$ cat src/rtl/mdll_ctrl_pkg.sv
package mdll_ctrl_pkg;
    typedef enum logic [1:0] {
        SEL_RUN    = 2'd0,
        SEL_ARMED  = 2'd1,
        SEL_INJECT = 2'd2
    } sel_state_e;

    localparam int IN_REF  = 0;
    localparam int IN_OSC  = 1;
    localparam int IN_LAST = 2;
    localparam int IN_NUM  = 3;
endpackage

$ cat src/rtl/mdll_in_sample.sv
module mdll_in_sample #(
    parameter int N = 3
) (
    input  logic         clk,
    input  logic         rst_n,
    input  logic [N-1:0] raw_i,
    output logic [N-1:0] cur_o,
    output logic [N-1:0] prv_o
);
    for (genvar i = 0; i < N; i++) begin : g_tap
        always_ff @(posedge clk) begin
            if (!rst_n) begin
                cur_o[i] <= 1'b0;
                prv_o[i] <= 1'b0;
            end else begin
                cur_o[i] <= raw_i[i];
                prv_o[i] <= cur_o[i];
            end
        end
    end
endmodule

$ cat src/rtl/mdll_sel_fsm.sv
module mdll_sel_fsm
    import mdll_ctrl_pkg::*;
(
    input  logic clk,
    input  logic rst_n,
    input  logic clr_i,
    input  logic last_rise_i,
    input  logic osc_fall_i,
    input  logic ref_lvl_i,
    input  logic osc_lvl_i,
    output logic sel_o,
    output logic win_end_o
);
    sel_state_e state_q, state_d;

    always_ff @(posedge clk) begin
        if (!rst_n || clr_i) state_q <= SEL_RUN;
        else                 state_q <= state_d;
    end

    always_comb begin
        state_d = state_q;
        unique case (state_q)
            SEL_RUN:    if (last_rise_i)             state_d = SEL_ARMED;
            SEL_ARMED:  if (osc_fall_i)              state_d = SEL_INJECT;
            SEL_INJECT: if (ref_lvl_i && osc_lvl_i)  state_d = SEL_RUN;
            default:                                 state_d = SEL_RUN;
        endcase
    end

    always_comb begin
        sel_o     = (state_q == SEL_INJECT);
        win_end_o = sel_o && ref_lvl_i && osc_lvl_i;
    end

    assert_sel_rise_R2: assert property (@(posedge clk) disable iff (!rst_n)
        $rose(sel_o) |-> $past(osc_fall_i));

    assert_sel_fall_R3: assert property (@(posedge clk) disable iff (!rst_n)
        ($fell(sel_o) && !$past(clr_i)) |-> $past(ref_lvl_i && osc_lvl_i));
endmodule

$ cat src/rtl/mdll_code_loop.sv
module mdll_code_loop #(
    parameter int CODE_W   = 8,
    parameter int CNT_W    = 12,
    parameter int LOCK_CMP = 16
) (
    input  logic              clk,
    input  logic              rst_n,
    input  logic              clr_i,
    input  logic              sel_i,
    input  logic              ref_lvl_i,
    input  logic              osc_lvl_i,
    input  logic              win_end_i,
    output logic              up_o,
    output logic              dn_o,
    output logic [CODE_W-1:0] code_o,
    output logic              locked_o
);
    localparam int LOCK_W = $clog2(LOCK_CMP + 1);
    localparam logic [CODE_W-1:0] CODE_MAX = '1;

    logic [CNT_W-1:0]  up_cnt, dn_cnt;
    logic [CODE_W-1:0] code_q, code_d, ref_code;
    logic [LOCK_W-1:0] lock_cnt;
    logic              near;

    always_comb begin
        up_o = sel_i && ref_lvl_i && !osc_lvl_i;
        dn_o = sel_i && osc_lvl_i && !ref_lvl_i;
    end

    always_ff @(posedge clk) begin
        if (!rst_n || clr_i || !sel_i) begin
            up_cnt <= '0;
            dn_cnt <= '0;
        end else begin
            if (up_o && up_cnt != '1) up_cnt <= up_cnt + 1'b1;
            if (dn_o && dn_cnt != '1) dn_cnt <= dn_cnt + 1'b1;
        end
    end

    always_comb begin
        code_d = code_q;
        if (win_end_i) begin
            if (up_cnt > dn_cnt && code_q != '0)            code_d = code_q - 1'b1;
            else if (dn_cnt > up_cnt && code_q != CODE_MAX) code_d = code_q + 1'b1;
        end
        near = ({1'b0, code_d} == {1'b0, ref_code})
            || ({1'b0, code_d} == {1'b0, ref_code} + 1'b1)
            || ({1'b0, code_d} + 1'b1 == {1'b0, ref_code});
    end

    always_ff @(posedge clk) begin
        if (!rst_n || clr_i) begin
            code_q   <= '0;
            ref_code <= '0;
            lock_cnt <= '0;
        end else begin
            code_q <= code_d;
            if (win_end_i) begin
                if (!near) begin
                    ref_code <= code_d;
                    lock_cnt <= '0;
                end else if (lock_cnt != LOCK_W'(LOCK_CMP)) begin
                    lock_cnt <= lock_cnt + 1'b1;
                end
            end
        end
    end

    assign code_o   = code_q;
    assign locked_o = (lock_cnt == LOCK_W'(LOCK_CMP));

    assert_code_step_R5: assert property (@(posedge clk) disable iff (!rst_n || clr_i)
        ((code_q != $past(code_q)) && !$past(clr_i)) |->
        (({1'b0, code_q} == {1'b0, $past(code_q)} + 1'b1) ||
         ({1'b0, code_q} + 1'b1 == {1'b0, $past(code_q)})));

    assert_code_change_at_end_R6: assert property (@(posedge clk) disable iff (!rst_n || clr_i)
        ((code_q != $past(code_q)) && !$past(clr_i)) |-> $past(win_end_i));

    assert_lock_rise_R7: assert property (@(posedge clk) disable iff (!rst_n)
        $rose(locked_o) |-> $past(win_end_i));
endmodule

$ cat src/rtl/mdll_ref_watch.sv
module mdll_ref_watch #(
    parameter int REF_TIMEOUT = 1024,
    parameter int MISS_LIMIT  = 3
) (
    input  logic clk,
    input  logic rst_n,
    input  logic ref_rise_i,
    output logic missing_o,
    output logic restart_o
);
    localparam int TIMER_W = $clog2(REF_TIMEOUT + 1);
    localparam int MISS_W  = $clog2(MISS_LIMIT + 1);

    logic [TIMER_W-1:0] timer;
    logic [MISS_W-1:0]  miss_cnt;
    logic               expire;

    assign expire = (timer == TIMER_W'(REF_TIMEOUT - 1));

    always_ff @(posedge clk) begin
        if (!rst_n) begin
            timer     <= '0;
            miss_cnt  <= '0;
            restart_o <= 1'b0;
        end else begin
            restart_o <= 1'b0;
            if (ref_rise_i) begin
                timer    <= '0;
                miss_cnt <= '0;
            end else if (expire) begin
                timer <= '0;
                if (miss_cnt == MISS_W'(MISS_LIMIT - 1)) begin
                    miss_cnt  <= '0;
                    restart_o <= 1'b1;
                end else begin
                    miss_cnt <= miss_cnt + 1'b1;
                end
            end else begin
                timer <= timer + 1'b1;
            end
        end
    end

    assign missing_o = (miss_cnt != '0);

    assert_missing_rise_R8: assert property (@(posedge clk) disable iff (!rst_n)
        $rose(missing_o) |-> !$past(ref_rise_i));

    assert_restart_pulse_R9: assert property (@(posedge clk) disable iff (!rst_n)
        restart_o |=> !restart_o);
endmodule

$ cat src/rtl/mdll_inject_ctrl.sv
module mdll_inject_ctrl
    import mdll_ctrl_pkg::*;
#(
    parameter int CODE_W      = 8,
    parameter int CNT_W       = 12,
    parameter int LOCK_CMP    = 16,
    parameter int REF_TIMEOUT = 1024,
    parameter int MISS_LIMIT  = 3
) (
    input  logic              clk,
    input  logic              rst_n,
    input  logic              ref_clk_i,
    input  logic              osc_clk_i,
    input  logic              last_i,
    output logic              sel_o,
    output logic              up_o,
    output logic              dn_o,
    output logic [CODE_W-1:0] dly_code_o,
    output logic              locked_o,
    output logic              ref_missing_o,
    output logic              restart_o
);
    logic [IN_NUM-1:0] raw, cur, prv;
    logic ref_rise, osc_fall, last_rise, win_end, restart;

    always_comb begin
        raw          = '0;
        raw[IN_REF]  = ref_clk_i;
        raw[IN_OSC]  = osc_clk_i;
        raw[IN_LAST] = last_i;
        ref_rise     = cur[IN_REF]  && !prv[IN_REF];
        osc_fall     = !cur[IN_OSC] && prv[IN_OSC];
        last_rise    = cur[IN_LAST] && !prv[IN_LAST];
    end

    mdll_in_sample #(.N(IN_NUM)) u_sample (
        .clk(clk), .rst_n(rst_n), .raw_i(raw), .cur_o(cur), .prv_o(prv)
    );

    mdll_sel_fsm u_fsm (
        .clk(clk), .rst_n(rst_n), .clr_i(restart),
        .last_rise_i(last_rise), .osc_fall_i(osc_fall),
        .ref_lvl_i(cur[IN_REF]), .osc_lvl_i(cur[IN_OSC]),
        .sel_o(sel_o), .win_end_o(win_end)
    );

    mdll_code_loop #(.CODE_W(CODE_W), .CNT_W(CNT_W), .LOCK_CMP(LOCK_CMP)) u_loop (
        .clk(clk), .rst_n(rst_n), .clr_i(restart), .sel_i(sel_o),
        .ref_lvl_i(cur[IN_REF]), .osc_lvl_i(cur[IN_OSC]), .win_end_i(win_end),
        .up_o(up_o), .dn_o(dn_o), .code_o(dly_code_o), .locked_o(locked_o)
    );

    mdll_ref_watch #(.REF_TIMEOUT(REF_TIMEOUT), .MISS_LIMIT(MISS_LIMIT)) u_watch (
        .clk(clk), .rst_n(rst_n), .ref_rise_i(ref_rise),
        .missing_o(ref_missing_o), .restart_o(restart)
    );

    assign restart_o = restart;

    assert_updn_in_window_R4: assert property (@(posedge clk) disable iff (!rst_n)
        (up_o || dn_o) |-> (sel_o && (cur[IN_REF] != cur[IN_OSC])));
endmodule

$ cat config.mk
export PLATFORM = sky130hd
export DESIGN_NAME = mdll_inject_ctrl
export DESIGN_NICKNAME = d
export VERILOG_FILES = /design/src/rtl/mdll_ctrl_pkg.sv /design/src/rtl/mdll_in_sample.sv /design/src/rtl/mdll_sel_fsm.sv /design/src/rtl/mdll_code_loop.sv /design/src/rtl/mdll_ref_watch.sv /design/src/rtl/mdll_inject_ctrl.sv
export SDC_FILE = /design/constraint.sdc
export NUM_CORES = 1
export LEC_CHECK = 0
export ABC_AREA = 0
export BUFFER_PORTS_ARGS = -buffer_cell sky130_fd_sc_hd__clkbuf_2
export CORE_MARGIN = 5
export CORE_UTILIZATION = 49
export DETAILED_ROUTE_END_ITERATION = 12
export GPL_TIMING_DRIVEN = 0
export PLACE_DENSITY = 0.66
export SYNTH_ARGS = -nofsm -noshare
export SYNTH_HDL_FRONTEND = slang
export SYNTH_SLANG_ARGS = --single-unit
$ cat constraint.sdc
create_clock -name clk -period 6.7 [get_ports clk]
set_clock_uncertainty 0.1 [all_clocks]
set_input_delay 1.34 -clock clk [delete_from_list [all_inputs] [get_ports clk]]
set_output_delay 1.34 -clock clk [all_outputs]
set_load 0.05 [all_outputs]
-- Yosys cells after proc, flatten, opt, wreduce, memory -nomap -nowiden
Index checks and enable logic that the tools add are counted.
- $add $sub $neg: 9
- $mul: 0
- divide/modulo/power cells: 0
- $lt $le $gt $ge: 2
- equality and inequality tests: 16
- shift-type cells: 0
- muxes and demuxes: 11
- bitwise logic cells: 3
- reductions and logical operators: 32
- operators by type and width (kind ; number):
    $add A12 B1 Y12 const B ; 2
    $gt A12 B12 Y1 ; 2
    $mux W8 ; 3
    $ne A12 B12 Y1 const B ; 2
    $add A8 B1 Y9 const B ; 2
    $logic_and A1 B1 Y1 ; 13
    $add A11 B1 Y11 const B ; 1
    $eq A11 B10 Y1 const B ; 1
    $mux W5 ; 2
    $eq A8 B9 Y1 ; 1
    $eq A9 B8 Y1 ; 1
    $add A8 B1 Y8 const B ; 1
    $eq A8 B8 Y1 ; 1
    $mux W2 ; 4
    $ne A2 B2 Y1 const B ; 4
    $ne A8 B8 Y1 const B ; 1
    $reduce_bool A8 Y1 ; 1
    $sub A8 B1 Y8 const B ; 1
    $logic_not A1 Y1 ; 6
    $pmux W2 S3 ; 1
    $reduce_or A3 Y1 ; 2
    $add A5 B1 Y5 const B ; 1
    $eq A5 B5 Y1 const B ; 1
    $ne A5 B5 Y1 const B ; 1
    other kinds (11) ; 18
- bits in registers: 67
- latch bits: 0
- memory bits (writable): 0
- bits in read-only memories: 0
- input bits: 5
- logic and storage cells: 88
- memories kept: 0

-- Longest topological paths before layout
Gate-level depths: netlist of the first run.
- word-level depth: 10
- mapped depth: 20
- gate-level depth less buffers: 18

-- Cells and area by module
Synthesis of the first run repeated with hierarchy kept, for this count alone.
- cells, all modules: 525
- area total of the unflattened synthesis: 4277.9 um^2
- modules (own cells, without submodules) (module ; instances ; cells an instance ; area an instance (um^2)):
    mdll_code_loop ; 1 ; 433 ; 3360.7
    mdll_ref_watch ; 1 ; 65 ; 611.8
    mdll_in_sample ; 1 ; 12 ; 157.7
    mdll_sel_fsm ; 1 ; 12 ; 106.4
    mdll_inject_ctrl ; 1 ; 3 ; 41.3

-- Worst setup path before layout of the first run
OpenSTA, ideal clock, no wires.
- path kind: register to register
- start point: register u_loop.code_q[0], in the netlist u_loop.code_o[0]
- end point: register u_loop.ref_code[2]
- setup time: 0.130 ns
- arrival time: 3.855 ns
- required time: 6.470 ns
- slack: 2.615 ns
- stages on the path, launching flop included: 19
- path buffers: 1
- period minus slack after synthesis: 4.085 ns
- path through: dfxtp_1 > buf_2 > inv_1 > ha_1 > nand3b_1 > nor3_1 > nor2_1 > a22o_1 > a21oi_1 > or2_2 > inv_1 > ha_1 > nand2_1 > nor2_1 > mux2i_1 > mux2i_1 > a311oi_4 > mux2i_1 > nor2_1
- word-level cells in the longest chain between the ends: 10
- elaborated cells on any way between the ends: 17
- ends and longest elaborated chain (item ; line ; source):
    from (decl) ; mdll_code_loop.sv:22 ; logic [CODE_W-1:0] code_q, code_d, ref_code;
    from (signal assigned) ; mdll_code_loop.sv:58 ; code_q <= code_d;
    parallel branches: the longest is 3 deep, another holds $add A8 B1 Y8 ; - ;
    $mux W8 (*) ; mdll_code_loop.sv:44 ; if (up_cnt > dn_cnt && code_q != '0) code_d = code_q - 1'b1;
    $mux W8 (*) ; mdll_code_loop.sv:43 ; if (win_end_i) begin
    net u_loop.code_d[1] ; mdll_code_loop.sv:22 ;
    $add A8 B1 Y9 (tied with other cells) ; mdll_code_loop.sv:49 ; || ({1'b0, code_d} + 1'b1 == {1'b0, ref_code});
    $eq A9 B8 Y1 / $logic_or A1 B1 Y1 (equally long branches) ; mdll_code_loop.sv:49, mdll_code_loop.sv:48 ;
    $logic_or A1 B1 Y1 (*) ; mdll_code_loop.sv:49 ;
    $not A1 Y1 (no line) (*) ; - ;
    $reduce_and A2 Y1 (no line) (*) ; - ;
    to (signal assigned) ; mdll_code_loop.sv:61 ; ref_code <= code_d;
    to (decl) ; mdll_code_loop.sv:22 ;
Mark *: on every way through the listed nets, which the timed path passes.
A chain may end at the register's enable or synchronous reset.

-- Worst setup path in the final report of the first run
- start point: register u_loop.up_cnt[3]
- end point: register u_loop.ref_code[2]
- word-level cells in the longest chain between the ends: 10
- elaborated cells on any way between the ends: 15
- ends and longest elaborated chain (item ; line ; source):
    from (decl) ; mdll_code_loop.sv:21 ; logic [CNT_W-1:0] up_cnt, dn_cnt;
    from (signal assigned) ; mdll_code_loop.sv:36 ; if (up_o && up_cnt != '1) up_cnt <= up_cnt + 1'b1;
    $gt A12 B12 Y1 ; mdll_code_loop.sv:45 ; else if (dn_cnt > up_cnt && code_q != CODE_MAX) code_d = code_q + 1'b1;
    $logic_and A1 B1 Y1 ; mdll_code_loop.sv:45 ;
    $mux W8 ; mdll_code_loop.sv:45 ;
    $mux W8 (*) ; mdll_code_loop.sv:44 ;
    $mux W8 (*) ; mdll_code_loop.sv:43 ;
    net u_loop.code_d[1] ; mdll_code_loop.sv:22 ;
    $add A8 B1 Y9 (tied with other cells) ; mdll_code_loop.sv:49 ;
    $eq A9 B8 Y1 / $logic_or A1 B1 Y1 (equally long branches) ; mdll_code_loop.sv:49, mdll_code_loop.sv:48 ;
    $logic_or A1 B1 Y1 (*) ; mdll_code_loop.sv:49 ;
    $not A1 Y1 (no line) (*) ; - ;
    $reduce_and A2 Y1 (no line) (*) ; - ;
Mark *: on every way through the listed nets, which the timed path passes. The rest lies on a longest branch.

==> impl_summary.log, run 1 <==
[metrics] initial core utilization: 49.9%
[metrics] cells along the critical path: inv_1 > ha_1 > nand2_2 > o21bai_4 > a211oi_4 > or3_4 > buf_8 > a22o_1 > a21oi_1 > or2_2 > inv_1 > ha_1 > nand2_1 > nor2_1 > mux2i_1 > mux2i_1 > a311oi_4 > mux2i_1 > nor2_1
[metrics] Synth async-reset ratio: 0%
[metrics] Setup crit start kind: flip-flop
[metrics] number of warnings printed during yosys synthesis: 0
[metrics] number of clock sinks: 67
[metrics] synthesis-to-finish area growth: 10.4%
[metrics] commonest cells in the synthesized netlist: sky130_fd_sc_hd__dfxtp_1, sky130_fd_sc_hd__nor2_1, sky130_fd_sc_hd__nand2_1
[metrics] number of global-route vias before repair: 3,447
[metrics] CTS Hold Buffers Added: 0
[metrics] final sum of negative setup slack: 0 ns
[metrics] multi-input gate area in the final layout: 2760 µm²
[metrics] synthesized net count: 534
[metrics] static leakage power: 1.76 nW
[metrics] buffer depth of the longest clock path: 2
[metrics] overall fraction of global-route tracks in use: 18.1%
[metrics] count of unresolved DRC violations after routing: 0
[metrics] remaining global-route overflow: 0
[metrics] Die Outline Area: 10,800 µm²
[metrics] final RePlAce weighted congestion: 0.868
[metrics] endpoints failing hold: 0
[metrics] cell with the most instances after synthesis: sky130_fd_sc_hd__dfxtp_1
[metrics] routed wire length: 9560 µm
[metrics] average cell area after synthesis: 8.50 µm²
[metrics] number of flops mapped to enable cells by yosys: 0
[metrics] top fanout value on the critical path: 10
[metrics] cell repeated most along the worst path: sky130_fd_sc_hd__mux2i_1
[metrics] Worst Max-Slew Pin Slew: 0.633 ns
[metrics] Worst slew margin: 57.6%
[metrics] post-CTS setup buffer count: 0
[metrics] number of instances resized during post-cts repair: 0
[metrics] Port Buffer Count: 18
[metrics] Max rail drop VDD: 125 µV
[metrics] sort of element at the end of the critical path: flip-flop
[metrics] CTS Root Buffer Type: sky130_fd_sc_hd__clkbuf_8
[metrics] crit path max-delay cell type: sky130_fd_sc_hd__a311oi_4
[metrics] setup violators final: 0
[metrics] H-tree depth reported by CTS: 3
[metrics] worst path required time: 6.82 ns
[metrics] Max Transition Viols Final: 0
[metrics] Worst path top cell family by delay: compound AO/OA/AOI/OAI gates
[metrics] Chip Width: 104 µm
[metrics] layout net count: 563
[metrics] storage element area: 1340 µm²
[metrics] Final Cycle Share: 67.6%
[metrics] most instantiated flip-flop cell in the synthesis netlist: sky130_fd_sc_hd__dfxtp_1
[metrics] Period minus WS final: 4.53 ns
[metrics] share of post-route cells with drive strength above 1: 14.8%
[metrics] post-detailed-placement half-perimeter wirelength: 7340 µm
[metrics] CTS tree: yes
[metrics] status: complete, no violations
[metrics] clock transition at the registers of the reported paths: 0.08 ns
[metrics] sequential-to-total area share from yosys stat: 31.1%
[metrics] number of library cell types mapped by synthesis: 75
[metrics] cell area power density: 175 nW/µm²
[metrics] WP buf/inv: 3
[metrics] vertical die dimension: 104 µm
[metrics] biggest cell delay along the critical path: 0.63 ns
[metrics] Top-Level Pins: 19
[metrics] vias after detailed routing: 3,623
[metrics] diode insertion count for antenna repair: 0
[metrics] pin count of the biggest net entering global routing: 14
[metrics] fill cell instance count of the final layout: 840
[metrics] clock latency at the later pin of the worst-skew pair: 0.35 ns
[metrics] core area: 8640 µm²
[metrics] max-capacitance violation count: 0
[metrics] first-pass GRT wire length: 16,300 µm
[metrics] post-detailed-route count of antenna-violating nets: 0
[metrics] row cnt: 34
[metrics] vias per inst: 5.58
[metrics] type of the setup path with the least slack: flip-flop to flip-flop
[metrics] Post-Synthesis Cell Area: 4310 µm²
[metrics] unrepaired setup endpoints after global routing: no
[metrics] number of antenna violations at the first check in global routing: 0
[metrics] largest area contributor in the netlist: sky130_fd_sc_hd__dfxtp_1
[metrics] Arrival @ worst endpoint: 4.65 ns
[metrics] wire length per cell: 14.7 µm
[metrics] Gate Count Post-Synth: 507
[metrics] Area contributors post-synth: sky130_fd_sc_hd__dfxtp_1, sky130_fd_sc_hd__ha_1, sky130_fd_sc_hd__xnor2_1, sky130_fd_sc_hd__nor2_1, sky130_fd_sc_hd__nand2_1
[metrics] detailed router's first-iteration violation count: 152
[metrics] fraction of synthesized cell area taken by the top area cell type: 31.1%
[metrics] kind of path behind the tightest hold check: flip-flop to flip-flop
[metrics] Seq cells post-synth: 67
[metrics] highest achievable clock rate: 221 MHz
[metrics] overall power after layout: 830 µW
[metrics] Initial DRT Pass Iterations: 4
[metrics] clock buffer count from CTS: 9
==> stage by stage <==
step / hold slack, ns / util (%) / setup WS [ns] / instances / instance area (µm²)
after global placement: 0.342 / 52.5 / 2.24 / 633 / 4530
after floorplan: 0.327 / - / 2.61 / 507 / 4310
after CTS: 0.361 / 55.1 / 2.17 / 649 / 4760
final: 0.350 / 55.1 / 2.17 / 649 / 4760
after detailed placement: 0.342 / 52.5 / 2.19 / 633 / 4530
after global routing: 0.373 / 55.1 / 1.81 / 649 / 4760
==> worst reg2reg max path, cell delays in order, from the launching register on <==
cell	delay (ns)
sky130_fd_sc_hd__dfxtp_1	0.35
sky130_fd_sc_hd__inv_1	0.10
sky130_fd_sc_hd__ha_1	0.32
sky130_fd_sc_hd__nand2_2	0.08
sky130_fd_sc_hd__o21bai_4	0.18
sky130_fd_sc_hd__a211oi_4	0.37
sky130_fd_sc_hd__or3_4	0.22
sky130_fd_sc_hd__buf_8	0.13
sky130_fd_sc_hd__a22o_1	0.17
sky130_fd_sc_hd__a21oi_1	0.10
sky130_fd_sc_hd__or2_2	0.37
sky130_fd_sc_hd__inv_1	0.07
sky130_fd_sc_hd__ha_1	0.25
sky130_fd_sc_hd__nand2_1	0.12
sky130_fd_sc_hd__nor2_1	0.21
sky130_fd_sc_hd__mux2i_1	0.20
sky130_fd_sc_hd__mux2i_1	0.14
sky130_fd_sc_hd__a311oi_4	0.63
sky130_fd_sc_hd__mux2i_1	0.25
sky130_fd_sc_hd__nor2_1	0.05
==> cell usage in the layout, fill, tap and decap left out, types with 5 or more instances in the layout <==
cell type / netlist / final
sky130_fd_sc_hd__dfxtp_1: 67 / 67
sky130_fd_sc_hd__nor2_1: 60 / 60
sky130_fd_sc_hd__nand2_1: 50 / 50
sky130_fd_sc_hd__xnor2_1: 28 / 28
sky130_fd_sc_hd__inv_1: 22 / 22
sky130_fd_sc_hd__ha_1: 22 / 22
sky130_fd_sc_hd__nand3_1: 21 / 21
sky130_fd_sc_hd__xor2_1: 20 / 20
sky130_fd_sc_hd__clkbuf_2: 0 / 18
sky130_fd_sc_hd__a21oi_1: 17 / 17
sky130_fd_sc_hd__nor3_1: 15 / 15
sky130_fd_sc_hd__mux2i_1: 13 / 13
sky130_fd_sc_hd__and3_1: 11 / 11
sky130_fd_sc_hd__nand4_1: 11 / 11
sky130_fd_sc_hd__and2_1: 10 / 10
sky130_fd_sc_hd__clkbuf_1: 9 / 9
sky130_fd_sc_hd__o21ai_0: 9 / 9
sky130_fd_sc_hd__clkbuf_8: 0 / 9
sky130_fd_sc_hd__o21ai_1: 7 / 7
sky130_fd_sc_hd__nand2b_1: 6 / 6
sky130_fd_sc_hd__or3_1: 6 / 6
sky130_fd_sc_hd__nor3_2: 5 / 5
sky130_fd_sc_hd__nor4_1: 5 / 5
==> per-layer routing <==
metal | routed length, µm | vias to the layer above | track usage, %
li1 | - | 1836 | -
met1 | 4780 | 1722 | 25.2
met2 | 4340 | 60 | 28.9
met3 | 367 | 5 | 3.42
met4 | 70 | 0 | 4.72
met5 | 0 | - | 0
==> path summary, 6_finish.rpt <==
path / slack (ns) / cells past startpoint / startpoint / endpoint
setup / recovery: 2.17 / 19 / u_loop.up_cnt[3] / u_loop.ref_code[2]
hold reg to reg: 0.35 / 1 / u_sample.cur_o[2] / u_sample.prv_o[2]
setup reg to reg: 2.17 / 19 / u_loop.up_cnt[3] / u_loop.ref_code[2]
hold / removal: 0.35 / 1 / u_sample.cur_o[2] / u_sample.prv_o[2]
==> power breakdown <==
group | switching, mW | internal, mW
registers | 0.00321 | 0.402
logic | 0.0257 | 0.0139
clock network | 0.173 | 0.212
==> flip-flops by register name, summed over array words and instances (netlist names) <==
name and cells:
u_sample.prv_o 3, u_watch.timer 11, u_loop.up_cnt 12, u_watch.miss_cnt 2, u_loop.dn_cnt 12, u_loop.code_o 8
u_loop.ref_code 8, u_fsm.state_q 2, u_loop.lock_cnt 5, u_watch.restart_o 1, u_sample.cur_o 3
==> logic make-up (layout without fill, tap and decap cells) <==
logic type                 count (synthesis)  count (layout)  synth area share (%)
DFF                                       67              67                  31.1
muxes                                     14              14                  3.37
xor gates and xnor gates                  50              50                  10.7
and+or+nand+nor                          238             238                  29.9
buffers and inverters                     42              76                  4.73
adders and majority gates                 22              22                  6.39
AOI/OAI and AO/OA                         74              74                  13.8
==> layout make-up <==
class | instances | share of cell area (%)
timing repair buffer | 18 | 1.89
clock inverter | 7 | 2.08
sequential | 67 | 28.2
inverter | 22 | 1.74
buffer | 20 | 2.55
clock buffer | 9 | 2.60
multi-input combinational | 398 | 58.1
tap | 108 | 2.84
Note: power is estimated with default switching activity, not from simulation.
==> run 2, diff against run 1 <==
--- a/config.mk
+++ b/config.mk
@@ -11,7 +11,7 @@
 export CORE_UTILIZATION = 49
 export DETAILED_ROUTE_END_ITERATION = 12
 export GPL_TIMING_DRIVEN = 0
-export PLACE_DENSITY = 0.66
+export PLACE_DENSITY = 0.68
 export SYNTH_ARGS = -nofsm -noshare
 export SYNTH_HDL_FRONTEND = slang
 export SYNTH_SLANG_ARGS = --single-unit
==> constraint.sdc (replaced) <==
create_clock -name clk -period 4 [get_ports clk]
set_clock_uncertainty 0.1 [all_clocks]
set_input_delay 0.8 -clock clk [delete_from_list [all_inputs] [get_ports clk]]
set_output_delay 0.8 -clock clk [all_outputs]
set_load 0.05 [all_outputs]
==> run 2 against run 1 <==
  * Via count is 5.4% higher
  * Register-to-register slack worse by 2.1 ns
  * Design area is 12% higher
  * Non-clock buffer count is 23 higher
  * Largest power group unchanged
  * Wire length is 11% higher
  * Clock-buffer cell count stayed put
  * Die area stayed put
  * Combinational power is 78% higher
==> impl_summary.log, run 2 (synthesis gave the netlist of run 1 again) <==
[metrics] static leakage power: 1.97 nW (+12%)
[metrics] worst path required time: 4.15 ns (-2.67 ns)
[metrics] count of unresolved DRC violations after routing: 0 (unchanged)
[metrics] remaining global-route overflow: 0 (unchanged)
[metrics] Worst Max-Slew Pin Slew: 0.705 ns (+0.0722 ns)
[metrics] pin count of the biggest net entering global routing: 14 (unchanged)
[metrics] layout net count: 586 (+4.1%)
[metrics] post-detailed-route count of antenna-violating nets: 0 (unchanged)
[metrics] routed wire length: 10,600 µm (+11%)
[metrics] CTS tree: yes
[metrics] Worst slew margin: 53.0% (-4.6 points)
[metrics] type of the setup path with the least slack: flip-flop to flip-flop
[metrics] Die Outline Area: 10,800 µm² (unchanged)
[metrics] clock buffer count from CTS: 9 (unchanged)
[metrics] Critical R2R Launch: u_loop.dn_cnt[6]
[metrics] highest achievable clock rate: 251 MHz (+14%)
[metrics] CTS Hold Buffers Added: 0 (unchanged)
[metrics] overall fraction of global-route tracks in use: 18.8% (+0.63 points)
[metrics] vertical die dimension: 104 µm (unchanged)
[metrics] vias after detailed routing: 3,818 (+5.4%)
[metrics] top fanout value on the critical path: 6 (-4)
[metrics] post-detailed-placement half-perimeter wirelength: 7210 µm (-1.7%)
[metrics] timing startpoint of the critical path: u_loop.dn_cnt[6]
[metrics] most common cell after layout, fill and taps aside: sky130_fd_sc_hd__nor2_1
[metrics] number of global-route vias before repair: 3,533 (+2.5%)
[metrics] kind of path behind the tightest hold check: flip-flop to flip-flop
[metrics] setup violators final: 0 (unchanged)
[metrics] diode insertion count for antenna repair: 0 (unchanged)
[metrics] Arrival @ worst endpoint: 4.13 ns (-0.52 ns)
[metrics] unrepaired setup endpoints after global routing: yes
[metrics] detailed router's first-iteration violation count: 241 (+59%)
[metrics] share of post-route cells with drive strength above 1: 27.5% (+13 points)
[metrics] Port Buffer Count: 18 (unchanged)
[metrics] vias per inst: 5.68 (+1.8%)
[metrics] final RePlAce weighted congestion: 0.922 (+6.3%)
[metrics] CTS Root Buffer Type: sky130_fd_sc_hd__clkbuf_8
[metrics] Setup crit start kind: flip-flop
[metrics] overall power after layout: 1.40 mW (+69%)
[metrics] first-pass GRT wire length: 16,900 µm (+3.3%)
[metrics] synthesis-to-finish area growth: 23.1%
[metrics] number of antenna violations at the first check in global routing: 0 (unchanged)
[metrics] portion of total power attributed to sequential cells: 48.3% (-0.5 points)
[metrics] total placed instance area: 4530 µm² (about the same)
[metrics] Max Transition Viols Final: 0 (unchanged)
[metrics] hold endpoint: u_watch.timer[0]
[metrics] status: complete, no violations
[metrics] switching portion of total power: 24.9% (+0.54 points)
[metrics] post-route design area: 5300 µm² (+12%)
[metrics] registers with the highest flip-flop counts: u_loop.dn_cnt: 12 flops, u_loop.up_cnt: 12 flops, u_watch.timer: 11 flops
[metrics] Top-Level Pins: 19 (unchanged)
[metrics] endpoints failing hold: 0 (unchanged)
[metrics] capturing point of the worst reg2reg path: u_loop.lock_cnt[0]
[metrics] Initial DRT Pass Iterations: 5 (+1)
[metrics] number of clock sinks: 67 (unchanged)
[metrics] worst hold path depth: 1 (unchanged)
[metrics] wire length per cell: 15.8 µm (+6.9%)
[metrics] cell area power density: 264 nW/µm² (+51%)
[metrics] sort of element at the end of the critical path: flip-flop
[metrics] Period minus WS final: 3.98 ns (-0.551 ns)
[metrics] switching power: 349 µW (+72%)
[metrics] row cnt: 34 (unchanged)
[metrics] post-place setup slack: -0.456 ns (-2.65 ns)
[metrics] Chip Width: 104 µm (unchanged)
[metrics] most used cells in the layout excluding fill and tap cells: sky130_fd_sc_hd__nor2_1, sky130_fd_sc_hd__dfxtp_1, sky130_fd_sc_hd__nand2_1, sky130_fd_sc_hd__xnor2_1, sky130_fd_sc_hd__buf_4
[metrics] combinational power share: 5.0% (+0.2 points)
[metrics] initial core utilization: 49.9% (unchanged)
[metrics] final sum of negative setup slack: 0 ns (unchanged)
[metrics] clock latency at the later pin of the worst-skew pair: 0.36 ns (about the same)
[metrics] setup slack of the critical path after layout: 0.0215 ns (-2.15 ns)
[metrics] worst hold path startpoint: u_watch.timer[0]
[metrics] core area: 8640 µm² (unchanged)
[metrics] max-capacitance violation count: 0 (unchanged)
[metrics] Reg2Reg Depth: 18 (-1)
[metrics] utilization after layout: 61.4% (+6.3 points)
[metrics] fraction of power consumed by the clock network: 46.6% (+0.2 points)
[metrics] internal power summed over all cells: 1.05 mW (+68%)
[metrics] Max rail drop VDD: 211 µV (+69%)
[metrics] H-tree depth reported by CTS: 3 (unchanged)
[metrics] clock transition at the registers of the reported paths: 0.09 ns (about the same)
[metrics] Final Cycle Share: 99.5% (+32 points)
[metrics] Worst R2R Setup Slack: 0.02 ns (-2.15 ns)
[metrics] buffer depth of the longest clock path: 2 (unchanged)
-- run 2: final cells by class --
class	count	area (µm²)
fill	722	3330
multi-input combinational	398	3080
sequential	67	1370
timing repair buffer	41	288
tap	108	135
clock buffer	9	124
buffer	20	124
clock inverter	7	98.8
inverter	22	87.6
-- run 2: through the flow --
stage,hold WS (ns),std cells
6_report,0.373,672
5_1_grt,0.401,672
4_1_cts,0.375,664
3_5_place_dp,0.357,633
3_3_place_gp,0.341,633
2_1_floorplan,0.327,507
-- run 2: how the worst max path moves through the flow --
stage	end	slack [ns]	cells after the start
6_report	u_loop.lock_cnt[0]	0.02	18
5_1_grt	u_loop.lock_cnt[0]	-0.13	19
4_1_cts	u_loop.lock_cnt[0]	0.0009	17
3_5_place_dp	u_loop.ref_code[2]	-0.46	19
3_3_place_gp	u_loop.ref_code[2]	-0.42	19
2_1_floorplan	u_loop.ref_code[2]	0.03	17
-- run 2: what timing repair did --
action,4_1_cts,5_1_grt
gates cloned,0,1
setup endpoints to repair,13,13
buffers inserted,15,7
gates resized for setup,29,45
pin swaps,13,18
-- run 2: critical path, cell delays in order, from the launching register on --
cell	delay [ns]
sky130_fd_sc_hd__dfxtp_4	0.37
sky130_fd_sc_hd__ha_4	0.26
sky130_fd_sc_hd__a21o_1	0.17
sky130_fd_sc_hd__a21oi_2	0.19
sky130_fd_sc_hd__a21oi_4	0.09
sky130_fd_sc_hd__or3_4	0.38
sky130_fd_sc_hd__buf_8	0.15
sky130_fd_sc_hd__a22o_4	0.24
sky130_fd_sc_hd__and2_4	0.18
sky130_fd_sc_hd__xnor2_4	0.17
sky130_fd_sc_hd__ha_4	0.21
sky130_fd_sc_hd__nand2_4	0.06
sky130_fd_sc_hd__or4b_1	0.47
sky130_fd_sc_hd__o31ai_1	0.08
sky130_fd_sc_hd__a21o_1	0.17
sky130_fd_sc_hd__a311oi_4	0.10
sky130_fd_sc_hd__buf_6	0.17
sky130_fd_sc_hd__buf_6	0.12
sky130_fd_sc_hd__a2111oi_4	0.19
-- run 2: power by group through the flow --
stage | sequential, mW | clock (mW) | combinational, mW
2_1_floorplan | 0.696 | 0 | 0.0470
3_3_place_gp | 0.694 | 0 | 0.0648
3_5_place_dp | 0.694 | 0 | 0.0654
4_1_cts | 0.678 | 0.667 | 0.0664
5_1_grt | 0.678 | 0.699 | 0.0784
6_report | 0.677 | 0.653 | 0.0706
-- run 2: routing by layer --
metal	GRT usage [%]	vias to the layer above	part of all wire, %
met5	0	-	0
met4	6.38	0	1.8
met3	3.79	21	5.8
met2	29.7	105	47
met1	25.4	1800	46
li1	-	1892	-
